## config.mk

```make
export PLATFORM = sky130hd
export DESIGN_NAME = fetch_thread_ctrl
export DESIGN_NICKNAME = d
export VERILOG_FILES = /design/src/rtl/fetch_ctl_pkg.sv /design/src/rtl/fc_stall_flags.sv /design/src/rtl/fc_miss_tag.sv /design/src/rtl/fc_pc_reg.sv /design/src/rtl/fc_status_fsm.sv /design/src/rtl/fetch_thread_ctrl.sv
export SDC_FILE = /design/constraint.sdc
export NUM_CORES = 1
export LEC_CHECK = 0
export BUFFER_PORTS_ARGS = -buffer_cell sky130_fd_sc_hd__buf_2
export CAP_MARGIN = 10
export CORE_MARGIN = 8
export CORE_UTILIZATION = 49
export CTS_CLUSTER_SIZE = 24
export DETAILED_ROUTE_END_ITERATION = 8
export PLACE_DENSITY_LB_ADDON = 0.25
export REMOVE_ABC_BUFFERS = 1
export SLEW_MARGIN = 20
export SYNTH_ARGS = -nofsm -noshare
export SYNTH_HDL_FRONTEND = slang
export SYNTH_HIERARCHICAL = 1
export SYNTH_SLANG_ARGS = --single-unit
```

## constraint.sdc

```tcl
create_clock -name clk -period 3.8 [get_ports clk]
set_input_delay 0.19 -clock clk [delete_from_list [all_inputs] [get_ports clk]]
set_output_delay 0.19 -clock clk [all_outputs]
set_load 0.05 [all_outputs]
```

## src/rtl/fetch_ctl_pkg.sv

```systemverilog
package fetch_ctl_pkg;
   typedef enum logic [2:0] {
      FS_IDLE     = 3'd0,
      FS_RUN      = 3'd1,
      FS_SQUASH   = 3'd2,
      FS_BLOCKED  = 3'd3,
      FS_MISSWAIT = 3'd4,
      FS_MISSDONE = 3'd5,
      FS_TRAP     = 3'd6,
      FS_QUIESCE  = 3'd7
   } fstate_e;
endpackage

```

## src/rtl/fc_stall_flags.sv

```systemverilog
module fc_stall_flags #(
   parameter int NSTG = 4
) (
   input  logic            clk,
   input  logic            rst_n,
   input  logic [NSTG-1:0] blk,
   input  logic [NSTG-1:0] unblk,
   output logic [NSTG-1:0] flags_q,
   output logic [NSTG-1:0] flags_nxt
);
   if (NSTG < 1) begin : g_bad_nstg
      $error("fc_stall_flags: NSTG must be at least 1");
   end

   for (genvar i = 0; i < NSTG; i++) begin : g_flag
      assign flags_nxt[i] = (flags_q[i] | blk[i]) & ~unblk[i];
      always_ff @(posedge clk) begin
         if (!rst_n) flags_q[i] <= 1'b0;
         else        flags_q[i] <= flags_nxt[i];
      end
   end

   AST_UNBLK_WITH_BLK: assert property (@(posedge clk) disable iff (!rst_n)
      (blk & unblk) == '0);
   AST_UNBLK_UNSET: assert property (@(posedge clk) disable iff (!rst_n)
      (unblk & ~flags_q) == '0);
   AST_BLK_STICKY: assert property (@(posedge clk) disable iff (!rst_n)
      (blk != '0) |=> ((flags_q & $past(blk)) == $past(blk)));
endmodule

```

## src/rtl/fc_miss_tag.sv

```systemverilog
module fc_miss_tag #(
   parameter int TW = 4
) (
   input  logic          clk,
   input  logic          rst_n,
   input  logic          capture,
   input  logic [TW-1:0] tag_in,
   input  logic          fill_valid,
   input  logic [TW-1:0] fill_tag,
   output logic          hit
);
   if (TW < 1) begin : g_bad_tw
      $error("fc_miss_tag: TW must be at least 1");
   end

   logic [TW-1:0] tag_q;

   always_ff @(posedge clk) begin
      if (!rst_n)       tag_q <= '0;
      else if (capture) tag_q <= tag_in;
   end

   assign hit = fill_valid && (fill_tag == tag_q);
endmodule

```

## src/rtl/fc_pc_reg.sv

```systemverilog
module fc_pc_reg #(
   parameter int          AW         = 32,
   parameter int          INST_BYTES = 4,
   parameter logic [31:0] RESET_PC   = 32'h0000_1000,
   parameter bit          REG_NEXT   = 1'b1
) (
   input  logic          clk,
   input  logic          rst_n,
   input  logic          load,
   input  logic [AW-1:0] target,
   output logic [AW-1:0] pc,
   output logic [AW-1:0] next_pc
);
   localparam logic [AW-1:0] STEP  = AW'(INST_BYTES);
   localparam logic [AW-1:0] BOOT  = AW'(RESET_PC);

   if (AW < 8) begin : g_bad_aw
      $error("fc_pc_reg: AW must be at least 8");
   end
   if (INST_BYTES < 1) begin : g_bad_ib
      $error("fc_pc_reg: INST_BYTES must be positive");
   end

   logic [AW-1:0] pc_q;

   always_ff @(posedge clk) begin
      if (!rst_n)    pc_q <= BOOT;
      else if (load) pc_q <= target;
   end
   assign pc = pc_q;

   if (REG_NEXT) begin : g_reg_next
      logic [AW-1:0] npc_q;
      always_ff @(posedge clk) begin
         if (!rst_n)    npc_q <= BOOT + STEP;
         else if (load) npc_q <= target + STEP;
      end
      assign next_pc = npc_q;
   end else begin : g_comb_next
      assign next_pc = pc_q + STEP;
   end
endmodule

```

## src/rtl/fc_status_fsm.sv

```systemverilog
module fc_status_fsm
   import fetch_ctl_pkg::*;
(
   input  logic    clk,
   input  logic    rst_n,
   input  logic    cmt_squash,
   input  logic    cmt_busy,
   input  logic    dec_squash,
   input  logic    stall,
   input  logic    fill_hit,
   input  logic    served,
   input  logic    miss_start,
   input  logic    fault_evt,
   input  logic    quiesce_evt,
   output fstate_e st_q,
   output fstate_e st_n,
   output logic    take_cmt,
   output logic    take_dec,
   output logic    capture,
   output logic    drop
);
   always_comb begin
      st_n     = st_q;
      take_cmt = 1'b0;
      take_dec = 1'b0;
      capture  = 1'b0;
      if (cmt_squash) begin
         take_cmt = 1'b1;
         st_n     = FS_SQUASH;
      end else if (cmt_busy) begin
         st_n = FS_SQUASH;
      end else if (dec_squash && st_q != FS_SQUASH) begin
         take_dec = 1'b1;
         st_n     = FS_SQUASH;
      end else if (stall && st_q != FS_MISSWAIT) begin
         st_n = FS_BLOCKED;
      end else if (st_q == FS_BLOCKED || st_q == FS_SQUASH) begin
         st_n = FS_RUN;
      end else if (st_q == FS_MISSWAIT) begin
         if (fill_hit) st_n = stall ? FS_BLOCKED : FS_MISSDONE;
      end else if (served) begin
         unique case (st_q)
            FS_IDLE, FS_MISSDONE: st_n = FS_RUN;
            FS_RUN: begin
               if (miss_start) begin
                  st_n    = FS_MISSWAIT;
                  capture = 1'b1;
               end else if (fault_evt) begin
                  st_n = FS_TRAP;
               end else if (quiesce_evt) begin
                  st_n = FS_QUIESCE;
               end
            end
            default: st_n = st_q;
         endcase
      end
   end

   assign drop = (take_cmt || take_dec) && (st_q == FS_MISSWAIT);

   always_ff @(posedge clk) begin
      if (!rst_n) st_q <= FS_IDLE;
      else        st_q <= st_n;
   end

   AST_MISSDONE_ONLY_FROM_WAIT: assert property (@(posedge clk) disable iff (!rst_n)
      (st_q != FS_MISSWAIT && st_q != FS_MISSDONE) |=> (st_q != FS_MISSDONE));
   AST_BUSY_HOLDS: assert property (@(posedge clk) disable iff (!rst_n)
      (cmt_busy && !cmt_squash) |=> (st_q == FS_SQUASH));
   AST_DEC_IGNORED: assert property (@(posedge clk) disable iff (!rst_n)
      (dec_squash && !cmt_squash && !cmt_busy && st_q == FS_SQUASH) |-> !take_dec);
   AST_TRAP_PERSISTS: assert property (@(posedge clk) disable iff (!rst_n)
      (st_q == FS_TRAP && !cmt_squash && !cmt_busy && !dec_squash && !stall)
      |=> (st_q == FS_TRAP));
endmodule

```

## src/rtl/fetch_thread_ctrl.sv

```systemverilog
module fetch_thread_ctrl
   import fetch_ctl_pkg::*;
#(
   parameter int          AW         = 32,
   parameter int          TW         = 4,
   parameter int          NSTG       = 4,
   parameter int          INST_BYTES = 4,
   parameter logic [31:0] RESET_PC   = 32'h0000_1000,
   parameter bit          REG_NEXT   = 1'b1
) (
   input  logic            clk,
   input  logic            rst_n,
   input  logic [NSTG-1:0] stg_block,
   input  logic [NSTG-1:0] stg_unblock,
   input  logic            ctx_stall,
   input  logic            cmt_squash,
   input  logic [AW-1:0]   cmt_pc,
   input  logic            cmt_busy,
   input  logic            dec_squash,
   input  logic [AW-1:0]   dec_pc,
   input  logic            served,
   input  logic            miss_start,
   input  logic [TW-1:0]   miss_tag,
   input  logic            fault_evt,
   input  logic            quiesce_evt,
   input  logic            fill_valid,
   input  logic [TW-1:0]   fill_tag,
   output logic [2:0]      status,
   output logic [AW-1:0]   pc,
   output logic [AW-1:0]   next_pc,
   output logic            drop_miss,
   output logic            status_chg
);
   logic [NSTG-1:0] flags_q, flags_nxt;
   logic            stall, fill_hit, take_cmt, take_dec, capture;
   fstate_e         st_q, st_n;
   logic [AW-1:0]   target;

   fc_stall_flags #(.NSTG(NSTG)) u_flags (
      .clk(clk), .rst_n(rst_n), .blk(stg_block), .unblk(stg_unblock),
      .flags_q(flags_q), .flags_nxt(flags_nxt));

   assign stall = (|flags_nxt) | ctx_stall;

   fc_miss_tag #(.TW(TW)) u_tag (
      .clk(clk), .rst_n(rst_n), .capture(capture), .tag_in(miss_tag),
      .fill_valid(fill_valid), .fill_tag(fill_tag), .hit(fill_hit));

   fc_status_fsm u_fsm (
      .clk(clk), .rst_n(rst_n), .cmt_squash(cmt_squash), .cmt_busy(cmt_busy),
      .dec_squash(dec_squash), .stall(stall), .fill_hit(fill_hit),
      .served(served), .miss_start(miss_start), .fault_evt(fault_evt),
      .quiesce_evt(quiesce_evt), .st_q(st_q), .st_n(st_n),
      .take_cmt(take_cmt), .take_dec(take_dec), .capture(capture),
      .drop(drop_miss));

   assign target = take_cmt ? cmt_pc : dec_pc;

   fc_pc_reg #(.AW(AW), .INST_BYTES(INST_BYTES), .RESET_PC(RESET_PC),
               .REG_NEXT(REG_NEXT)) u_pc (
      .clk(clk), .rst_n(rst_n), .load(take_cmt | take_dec), .target(target),
      .pc(pc), .next_pc(next_pc));

   assign status     = st_q;
   assign status_chg = (st_n != st_q);

   AST_CMT_REDIRECT: assert property (@(posedge clk) disable iff (!rst_n)
      cmt_squash |=> (pc == $past(cmt_pc)) && (status == FS_SQUASH));
   AST_NEXT_FOLLOWS: assert property (@(posedge clk) disable iff (!rst_n)
      cmt_squash |=> (next_pc == $past(cmt_pc) + AW'(INST_BYTES)));
   AST_DROP_IN_WAIT: assert property (@(posedge clk) disable iff (!rst_n)
      drop_miss |-> (status == FS_MISSWAIT));
   AST_DROP_LEAVES: assert property (@(posedge clk) disable iff (!rst_n)
      drop_miss |=> (status == FS_SQUASH));
   AST_CHG_MOVES: assert property (@(posedge clk) disable iff (!rst_n)
      status_chg |=> (status != $past(status)));
   AST_NOCHG_STABLE: assert property (@(posedge clk) disable iff (!rst_n)
      !status_chg |=> $stable(status));
   AST_STALL_BLOCKS: assert property (@(posedge clk) disable iff (!rst_n)
      (ctx_stall && !cmt_squash && !cmt_busy && !dec_squash
       && status != FS_MISSWAIT) |=> (status == FS_BLOCKED));
endmodule

```

==> results of run 1 <==
==> logic make-up (layout without fill, tap and decap cells) <==
kind of cell    after synthesis  in the layout  share of synthesized area [%]
flops                        73             73                           35.4
compound gates               77             77                           12.3
fa+ha+maj                     1              1                          0.303
xor+xnor                     20             20                           4.25
simple gates                169            169                           21.9
mux                          65             65                           19.4
buf+inv                      48            191                           6.34
==> layout make-up <==
class                      instances  area, um^2  share of cell area (%)
multi-input combinational        332        2400                    47.3
sequential                        73        1460                    28.7
tap                              105         131                    2.58
clock buffer                      10         138                    2.71
clock inverter                     5        80.1                    1.57
timing repair buffer             162         818                    16.1
inverter                          14        52.6                    1.03
==> report_power, final <==
group          internal [mW]  switching, mW  total, mW
registers              0.821         0.0321      0.853
logic                  0.188          0.395      0.583
clock network          0.383          0.299      0.681
==> routing by layer <==
metal / wire [um] / up-vias
met5: 0 / -
met3: 903 / 21
met1: 5340 / 1780
li1: - / 1916
met4: 196 / 0
met2: 5540 / 160
==> through the flow <==
step / area [um^2] / instances / total power [mW] / setup WS (ns)
finish: 5080 / 701 / 2.12 / 1.11
floorplan: 3920 / 419 / 1.28 / -0.394
global placement: 4870 / 686 / 1.44 / 0.943
detailed placement: 4870 / 686 / 1.45 / 0.832
CTS: 5080 / 701 / 2.13 / 1.12
global route: 5080 / 701 / 2.21 / 0.930
==> placed cells by master (no fill, tap or decap), types with 3 or more instances in the layout <==
| master | count |
|---|---|
| a211oi_1 | 7 |
| a21oi_1 | 18 |
| a31oi_1 | 5 |
| buf_2 | 159 |
| buf_4 | 3 |
| clkbuf_8 | 10 |
| dfxtp_1 | 73 |
| inv_1 | 13 |
| mux2_2 | 4 |
| mux2_4 | 29 |
| mux2i_1 | 32 |
| nand2_1 | 29 |
| nand3_1 | 16 |
| nand4_1 | 14 |
| nor2_1 | 50 |
| nor2b_1 | 5 |
| nor3_1 | 13 |
| nor3b_2 | 4 |
| nor4_1 | 10 |
| o211ai_1 | 4 |
| o21ai_0 | 21 |
| o31ai_1 | 3 |
| o32a_1 | 3 |
| or3_1 | 5 |
| or4_1 | 4 |
| xnor2_1 | 12 |
| xor2_1 | 8 |
==> worst reg2reg max path, cell delays in order (launching register included) <==
cell and delay, ns:
dfxtp_1 0.61, or3b_1 0.43, and3_2 0.22, or2_4 0.45, inv_1 0.49, nor4_1 0.14
mux2i_1 0.17, nand3_1 0.09
==> sequential cells by signal, indices dropped and copies added, names as in the netlist <==
signal	count
u_pc/pc	32
u_flags/flags_q	4
u_fsm/st_q	3
u_tag/tag_q	4
u_pc/next_pc	30
==> worst paths after layout <==
kind	from	to	slack, ns	depth (start not counted)
setup / recovery	u_fsm/st_q[1]	u_pc/next_pc[20]	1.11	7
hold reg to reg	u_pc/pc[2]	u_pc/pc[2]	0.47	2
setup reg to reg	u_fsm/st_q[1]	u_pc/next_pc[20]	1.11	7
hold / removal	stg_unblock[1]	u_flags/flags_q[1]	0.02	2
==> key figures, run 1 <==
Outcome
  – Status: finished clean

Synthesis
  – Yosys warning total: 6
  – Main synth FF type: dfxtp_1
  – Part of the Yosys area used for sequential elements: 35.4%
  – Most frequent cells after synthesis: dfxtp_1 (73), nor2_1 (50), mux2i_1 (32)
  – Post-synth top area cell: dfxtp_1
  – Post-synth cell types: 59
  – Post-synth ARST share: 0%
  – Synth area leaders: dfxtp_1 (35%), mux2_4 (11%), mux2i_1 (7.8%)
  – Syn Inst Count: 453
  – EDFF count, synth: 0
  – Mapped cell area: between 4000 and 5000 um^2
  – Share of the synthesized area in the top cell type: 35.4%
  – FF+latch count, synth: 73
  – Synth Area per Inst: 9.10 um^2
  – Count leader, synth: dfxtp_1

Floorplanning
  – Die Y: around 110 um
  – Die area: 11600 um^2
  – Core ar.: approximately 8000 um^2
  – Ports: 160
  – Core Rows: 33
  – Initial Utilization: 50.4%
  – Die Width: 108 um

Clock tree
  – Number of clock sinks: 73
  – Clk_lat worst skew: 0.35 ns
  – # Post-CTS Setup Buffers: 0
  – Clock buffer depth: 2
  – CTS clk-pin slew, worst paths: approximately 0.07 ns
  – Post-cts resize count: 0
  – Clk root buf: clkbuf_8
  – H-tree Lvls: 3
  – Number of hold buffers added after cts: 0
  – CTS Buf Count: 9
  – TritonCTS clock tree: built

Critical path
  – CP Data Arrival Time: a little under 3 ns
  – Worst endpoint required time: approximately 4 ns
  – Setup crit end kind: flip-flop
  – Cell Chain, Critical Path: or3b_1 -> and3_2 -> or2_4 -> inv_1 -> nor4_1 -> mux2i_1 -> nand3_1
  – Setup CP Type: reg2reg
  – Buf+Inv Stages, Crit Path: 1
  – Cell family with most CP delay: simple AND/OR/NAND/NOR gates
  – Startpoint types: flip-flop
  – Slowest stage delay, CP: slightly above 0.6 ns
  – Slowest CP cell: dfxtp_1
  – CP max FO: 56

Power and ir drop
  – Power Density: 416 nW/um^2
  – Leak Pwr: ~2.3 nW
  – Max VDD drop: ~0.21 mV

STA
  – Worst-Margin Slew: a little under 1 ns
  – RSZ-0062 raised after global routing: false
  – Hold WS: 0.0228 ns
  – Final hold viol count: 0
  – Final max-slew violation count: 0
  – Clk_skew: 0.00963 ns
  – Final setup viols: 0
  – Period utilisation layout: between 70% and 80%
  – Setup TNS Final: 0 ns
  – Final min period: 2.69 ns
  – Slew HR: 34.2%
  – Fmax: 0.371 GHz

Global route
  – Initial antenna violation count: 0
  – Met3 Use GR: 5.39%
  – Grt met2 use: 32.9%
  – Met1 usage: roughly 25%
  – GRT busiest layer: met2
  – GRT Overall Usage: 20.2%
  – Largest net degree at the start of global routing: 57
  – Vias in the first global route: ~4000
  – Gr ovfl total: 0
  – First-pass GRT wire length: between 15000 and 20000 um

Final layout
  – # nets final: 684
  – Filler cell count: around 720
  – Final Util: around 62%
  – Share of post-route cells with drive strength above 1: 37.1%
  – Antenna cells: 0
  – Layout area overhead: 23.3%

Placement
  – IO buf count: roughly 160
  – Gp weighted congestion: between 0.7 and 0.8
  – DP HPWL: ~8700 um

Drt
  – DRT iter0 DRCs: ~320
  – Via count: a little under 4000
  – # DRC: 0
  – Post-route ant nets: 0
  – WL final: approximately 12000 um
  – Vias per std cell: 5.53
  – Routed len/inst: 17.1 um
  – Pre-antenna DRT Iters: 5

Hold path
  – Hold crit path type: in2reg

Run
  – # Max-Cap Violations: 0
(Power assumes the default switching activity.)
==> inputs of run 2 (changes only) <==
==> constraint.sdc (replaced) <==
create_clock -name clk -period 2.76 [get_ports clk]
set_input_delay 0.138 -clock clk [delete_from_list [all_inputs] [get_ports clk]]
set_output_delay 0.138 -clock clk [all_outputs]
set_load 0.05 [all_outputs]
==> key figures, run 2 (synthesized netlist as in run 1, its figures left out) <==
Placement
  – IO buf count: 159 (unchanged)
  – Gp weighted congestion: 0.866 (+9.5%)
  – DP HPWL: 9080 um (+4.1%)
  – Setup WS pre-CTS: 0.346 ns (-0.485 ns)

Global route
  – GRT Overall Usage: 20.3% (+0.075 points)
  – First-pass GRT wire length: 19400 um (+1.5%)
  – Largest net degree at the start of global routing: 44 (-23%)
  – Gr ovfl total: 0 (unchanged)
  – Vias in the first global route: 4049 (+0.72%)
  – Initial antenna violation count: 0 (unchanged)

Clock tree
  – Clk root buf: clkbuf_8
  – Clock buffer depth: 2 (unchanged)
  – # Post-CTS Setup Buffers: 0 (unchanged)
  – H-tree Lvls: 3 (unchanged)
  – CTS Buf Count: 9 (unchanged)
  – Number of clock sinks: 73 (unchanged)
  – Clk_lat worst skew: 0.35 ns (about the same)
  – TritonCTS clock tree: built
  – CTS clk-pin slew, worst paths: 0.08 ns (about the same)

Final layout
  – Reg area: 1460 um^2 (unchanged)
  – # nets final: 697 (+1.9%)
  – Filler cell count: 733 (+1.5%)
  – Layout area overhead: 26.6%
  – Share of post-route cells with drive strength above 1: 38.2% (+1.1 points)
  – Max reg flops: 32 (unchanged)
  – Antenna cells: 0 (unchanged)
  – Area taken by multi-input logic gates: 2410 um^2 (+0.31%)
  – Most frequent cells in the layout: buf_2 (159), dfxtp_1 (73), nor2_1 (50)
  – Commonest non-fill, non-tap cell in the layout: buf_2

Outcome
  – Status: finished clean

Power and ir drop
  – Flop pwr share: 39.8% (-0.5 points)
  – Int Power: 1.94 mW (+39%)
  – Clock share of power: 32.3% (about the same)
  – Logic pwr share: 27.9% (+0.4 points)
  – Switch share: 34.1% (-0.12 points)
  – Max VDD drop: 0.298 mV (+43%)
  – Power Density: 563 nW/um^2 (+35%)
  – NetSw: 1.00 mW (+38%)
  – Leak Pwr: 2.41 nW (+3.2%)

Critical path
  – CP Data Arrival Time: 2.40 ns (-0.52 ns)
  – Startpoint types: flip-flop
  – Reg2Reg Depth: 8 (+1)
  – Reg2reg end: u_pc/next_pc[30]
  – Worst setup path startpoint: u_flags/flags_q[1]
  – Setup CP Type: reg2out
  – Register-to-Register Setup Slack: 0.38 ns (-0.73 ns)
  – Worst Setup EP: status_chg
  – Worst endpoint required time: 2.62 ns (-1.40 ns)
  – Setup crit end kind: output port
  – R2r startpoint: u_fsm/st_q[1]
  – CP max FO: 8 (-86%)

STA
  – Fmax: 0.394 GHz
  – Worst-Margin Slew: 0.784 ns (-0.195 ns)
  – Final min period: 2.54 ns
  – Post-route setup slack: 0.220 ns (-0.885 ns)
  – Final max-slew violation count: 0 (unchanged)
  – Final setup viols: 0 (unchanged)
  – Hold WS: 0.0613 ns (+0.0385 ns)
  – Final hold viol count: 0 (unchanged)
  – Period utilisation layout: 92.0%
  – Clk_skew: 0.0117 ns (+0.00203 ns)
  – Slew HR: 47.7% (+13 points)

Drt
  – # DRC: 0 (unchanged)
  – DRT iter0 DRCs: 230 (-27%)
  – Vias per std cell: 5.60 (+1.2%)
  – Post-route ant nets: 0 (unchanged)
  – Routed len/inst: 16.8 um (-1.8%)
  – Via count: 4002 (+3.2%)
  – WL final: 12000 um (+0.20%)
  – Pre-antenna DRT Iters: 5 (unchanged)

Floorplanning
  – Core ar.: 8180 um^2 (unchanged)
  – Die area: 11600 um^2 (unchanged)
  – Die Y: 108 um (unchanged)
  – Ports: 160 (unchanged)
  – Core Rows: 33 (unchanged)
  – Initial Utilization: 50.4% (unchanged)
  – Die Width: 108 um (unchanged)

Run
  – # Max-Cap Violations: 0 (unchanged)

Hold path
  – Hold path cells: 3 (+1)
  – Hold crit path type: in2reg
-- run 2: cell types whose count changed in the layout (fill, tap and decap cells not counted), sizes merged --
cell | previous run | this run
buf | 162 | 171
clkinv | 1 | 2
clkinvlp | 2 | 1
dlygate4sd3 | 0 | 4
inv | 14 | 15
-- run 2: layout make-up --
cell class,instances,share of cell area (%)
well taps,105,2.52
repair buffers,175,18.0
clock inverters,6,1.72
flip-flops and latches,73,28.0
multi-input cells,332,46.2
inverters,14,1.01
clock buffers,10,2.64
-- run 2: metrics by stage --
step                TNS (ns)  power, mW  util [%]  instances  cell area, um^2
global placement           0       2.00      60.5        695             4950
detailed placement         0       2.01      60.5        695             4950
floorplan             -49.54       1.76         -        419             3920
global route         -0.0385       3.08      63.9        715             5220
finish                     0       2.94      63.9        715             5220
CTS                        0       2.97      63.8        715             5220
-- run 2: per-layer routing --
layer / wire [um] / global-route usage (%) / vias up
li1: - / - / 1944
met5: 0 / 0 / -
met4: 97 / 4.76 / 0
met2: 5770 / 34.0 / 167
met1: 5090 / 24.2 / 1880
met3: 1050 / 7.13 / 11
-- run 2: worst max-delay path, cell delays in order (launching register included) --
cell	delay, ns
dfxtp_1	0.30
nor2_1	0.17
nor2_1	0.06
nor3_1	0.24
nand2_2	0.17
nor4bb_1	0.30
o21bai_1	0.15
a211oi_2	0.22
xnor2_1	0.14
nand3_1	0.08
buf_2	0.21
-- run 2: timing repair --
action / CTS / global route
hold endpoints to repair: 4 / 0
gates resized for setup: 0 / 2
endpoints found under the setup margin: 0 / 1
hold buffers: 4 / 0
-- run 2: worst min-delay path by stage --
stage                         endpoint      startpoint
floorplan              u_pc/next_pc[2]           rst_n
global placement    u_flags/flags_q[0]  stg_unblock[0]
detailed placement  u_flags/flags_q[0]  stg_unblock[0]
CTS                     u_tag/tag_q[1]     miss_tag[1]
global route            u_tag/tag_q[2]     miss_tag[2]
finish                  u_tag/tag_q[1]     miss_tag[1]
-- run 2: power groups by stage --
| stage | clock network, mW | registers [mW] | logic [mW] |
|---|---|---|---|
| 6_report | 0.950 | 1.17 | 0.820 |
| 5_1_grt | 1.02 | 1.18 | 0.874 |
| 4_1_cts | 0.977 | 1.17 | 0.822 |
| 3_5_place_dp | 0 | 1.20 | 0.814 |
| 3_3_place_gp | 0 | 1.20 | 0.801 |
| 2_1_floorplan | 0 | 1.46 | 0.304 |
==> inputs of run 3 (changes only) <==
--- a/config.mk
+++ b/config.mk
@@ -12,6 +12,7 @@
 export CTS_CLUSTER_SIZE = 24
 export DETAILED_ROUTE_END_ITERATION = 8
 export PLACE_DENSITY_LB_ADDON = 0.25
+export RECOVER_POWER = 25
 export REMOVE_ABC_BUFFERS = 1
 export SLEW_MARGIN = 20
 export SYNTH_ARGS = -nofsm -noshare
==> key figures, run 3 (synthesized netlist as in run 1, its figures left out) <==
STA
  – Fmax: 0.395 GHz (+0.36%)
  – Final max-slew violation count: 0 (unchanged)
  – Worst-Margin Slew: 0.799 ns (+0.0158 ns)
  – Clk_skew: 0.0116 ns (-0.0000460 ns)
  – Slew HR: 46.6% (-1.1 points)
  – Final setup viols: 0 (unchanged)
  – Post-route setup slack: 0.229 ns (+0.00909 ns)
  – Final min period: 2.53 ns (-0.00909 ns)
  – Setup TNS Final: 0 ns (unchanged)
  – Period utilisation layout: 91.7% (-0.33 points)
  – Final hold viol count: 0 (unchanged)

Critical path
  – Cell family with most CP delay: simple AND/OR/NAND/NOR gates
  – Startpoint types: flip-flop
  – CP max FO: 8 (unchanged)
  – Worst endpoint required time: 2.62 ns (about the same)
  – Buf+Inv Stages, Crit Path: 1 (unchanged)
  – Slowest CP cell: dfxtp_1
  – Worst path most repeated cell: nor2_1
  – Reg2Reg Depth: 8 (unchanged)
  – Cell Chain, Critical Path: nor2_1 -> nor2_1 -> nor3_1 -> nand2_2 -> nor4bb_1 -> o21bai_1 -> a211oi_2 -> xnor2_1 -> nand3_1 -> buf_2
  – Reg2reg end: u_pc/next_pc[30]
  – CP Data Arrival Time: 2.39 ns (about the same)
  – Slowest stage delay, CP: 0.31 ns (about the same)
  – Setup CP Type: reg2out
  – Crit path depth: 10 (unchanged)
  – R2r startpoint: u_fsm/st_q[1]
  – Register-to-Register Setup Slack: 0.39 ns (about the same)
  – Setup crit end kind: output port

Floorplanning
  – Initial Utilization: 50.4% (unchanged)
  – Ports: 160 (unchanged)
  – Die Width: 108 um (unchanged)
  – Core ar.: 8180 um^2 (unchanged)
  – Die area: 11600 um^2 (unchanged)
  – Die Y: 108 um (unchanged)
  – Core Rows: 33 (unchanged)

Placement
  – Placed Cells: 695 (unchanged)
  – DP HPWL: 9080 um (unchanged)
  – Gp weighted congestion: 0.866 (unchanged)
  – IO buf count: 159 (unchanged)
  – Setup WS pre-CTS: 0.346 ns (unchanged)

Global route
  – GRT Overall Usage: 20.3% (unchanged)
  – Vias in the first global route: 4049 (unchanged)
  – Gr ovfl total: 0 (unchanged)
  – Largest net degree at the start of global routing: 44 (unchanged)
  – Initial antenna violation count: 0 (unchanged)
  – First-pass GRT wire length: 19400 um (unchanged)

Clock tree
  – Clk_lat worst skew: 0.35 ns (about the same)
  – H-tree Lvls: 3 (unchanged)
  – Clk root buf: clkbuf_8
  – Clock buffer depth: 2 (unchanged)
  – CTS Buf Count: 9 (unchanged)
  – TritonCTS clock tree: built
  – CTS clk-pin slew, worst paths: 0.08 ns (about the same)
  – Number of clock sinks: 73 (unchanged)

Hold path
  – Worst Hold Path EP: u_tag/tag_q[1]
  – Hold path cells: 3 (unchanged)
  – Hold path startpoint: miss_tag[1]
  – Hold crit path type: in2reg

Final layout
  – Commonest non-fill, non-tap cell in the layout: buf_2
  – Share of post-route cells with drive strength above 1: 32.5% (-5.7 points)
  – Final Util: 63.3% (-0.58 points)
  – Most frequent cells in the layout: buf_2 (125), dfxtp_1 (73), nor2_1 (50)
  – # nets final: 697 (unchanged)
  – Final cell count without fillers: 715 (unchanged)
  – Antenna cells: 0 (unchanged)
  – Layout area overhead: 25.5%
  – Max reg flops: 32 (unchanged)

Drt
  – # DRC: 0 (unchanged)
  – DRT iter0 DRCs: 260 (+13%)
  – Via count: 3996 (-0.15%)
  – Pre-antenna DRT Iters: 5 (unchanged)
  – Vias per std cell: 5.59 (-0.15%)
  – Post-route ant nets: 0 (unchanged)
  – Routed len/inst: 16.8 um (+0.19%)
  – WL final: 12000 um (+0.19%)

Power and ir drop
  – Tot Pwr: 2.94 mW (-0.20%)
  – Flop pwr share: 40.0% (+0.2 points)
  – NetSw: 1.01 mW (+0.50%)
  – Leak Pwr: 2.29 nW (-5.1%)
  – Max VDD drop: 0.298 mV (about the same)
  – Clock share of power: 32.5% (+0.2 points)
  – Int Power: 1.93 mW (-0.56%)
  – Logic pwr share: 27.5% (-0.4 points)
  – Power Density: 567 nW/um^2 (+0.72%)
  – Switch share: 34.4% (+0.24 points)

Outcome
  – Status: finished clean

Run
  – # Max-Cap Violations: 0 (unchanged)
[run 3: per-layer routing]
layer	track usage [%]	share of wire, %	vias up
met2	34.0	48	156
met3	7.13	8.2	11
met1	24.2	43	1885
met5	0	0	-
met4	4.76	0.81	0
li1	-	-	1944
[run 3: layout make-up]
cell class                 count  area [um^2]
clock buffer                  10          138
clock inverter                 6         90.1
fill                         738         3000
inverter                      14         52.6
multi-input combinational    332         2410
sequential                    73         1460
tap                          105          131
timing repair buffer         175          896
[run 3: tightest hold or removal path: cells and delay by family]
kind | cells | cell delay (ns)
buffers and inverters | 1 | 0.08
muxes | 1 | 0.05
and+or+nand+nor | 1 | 0.09
[run 3: how the worst max path moves through the flow]
stage	startpoint	endpoint	slack (ns)
finish	u_flags/flags_q[0]	status_chg	0.23
global route	u_flags/flags_q[0]	status_chg	-0.02
CTS	u_flags/flags_q[1]	status_chg	0.1
detailed placement	cmt_squash	u_pc/next_pc[31]	0.35
global placement	cmt_squash	u_pc/next_pc[31]	0.42
floorplan	u_fsm/st_q[2]	u_pc/next_pc[20]	-1.43
[run 3: timing repair]
item / 4_1_cts / 5_1_grt
endpoints found under the hold margin: 4 / 0
resized for setup: 0 / 2
hold buffers: 4 / 0
setup buffers: 0 / 0
setup endpoints to repair: 0 / 1
[run 3: power by group through the flow]
stage / logic [mW] / registers (mW) / clock network [mW]
finish: 0.808 / 1.17 / 0.955
global route: 0.863 / 1.18 / 1.02
CTS: 0.822 / 1.17 / 0.977
detailed placement: 0.814 / 1.20 / 0
global placement: 0.801 / 1.20 / 0
floorplan: 0.304 / 1.46 / 0
[run 3: metrics by stage]
stage	area, um^2	hold slack [ns]
2_1_floorplan	3920	0.200
3_3_place_gp	4950	0.324
3_5_place_dp	4950	0.325
4_1_cts	5220	0.0460
5_1_grt	5170	0.0611
6_report	5170	0.0587
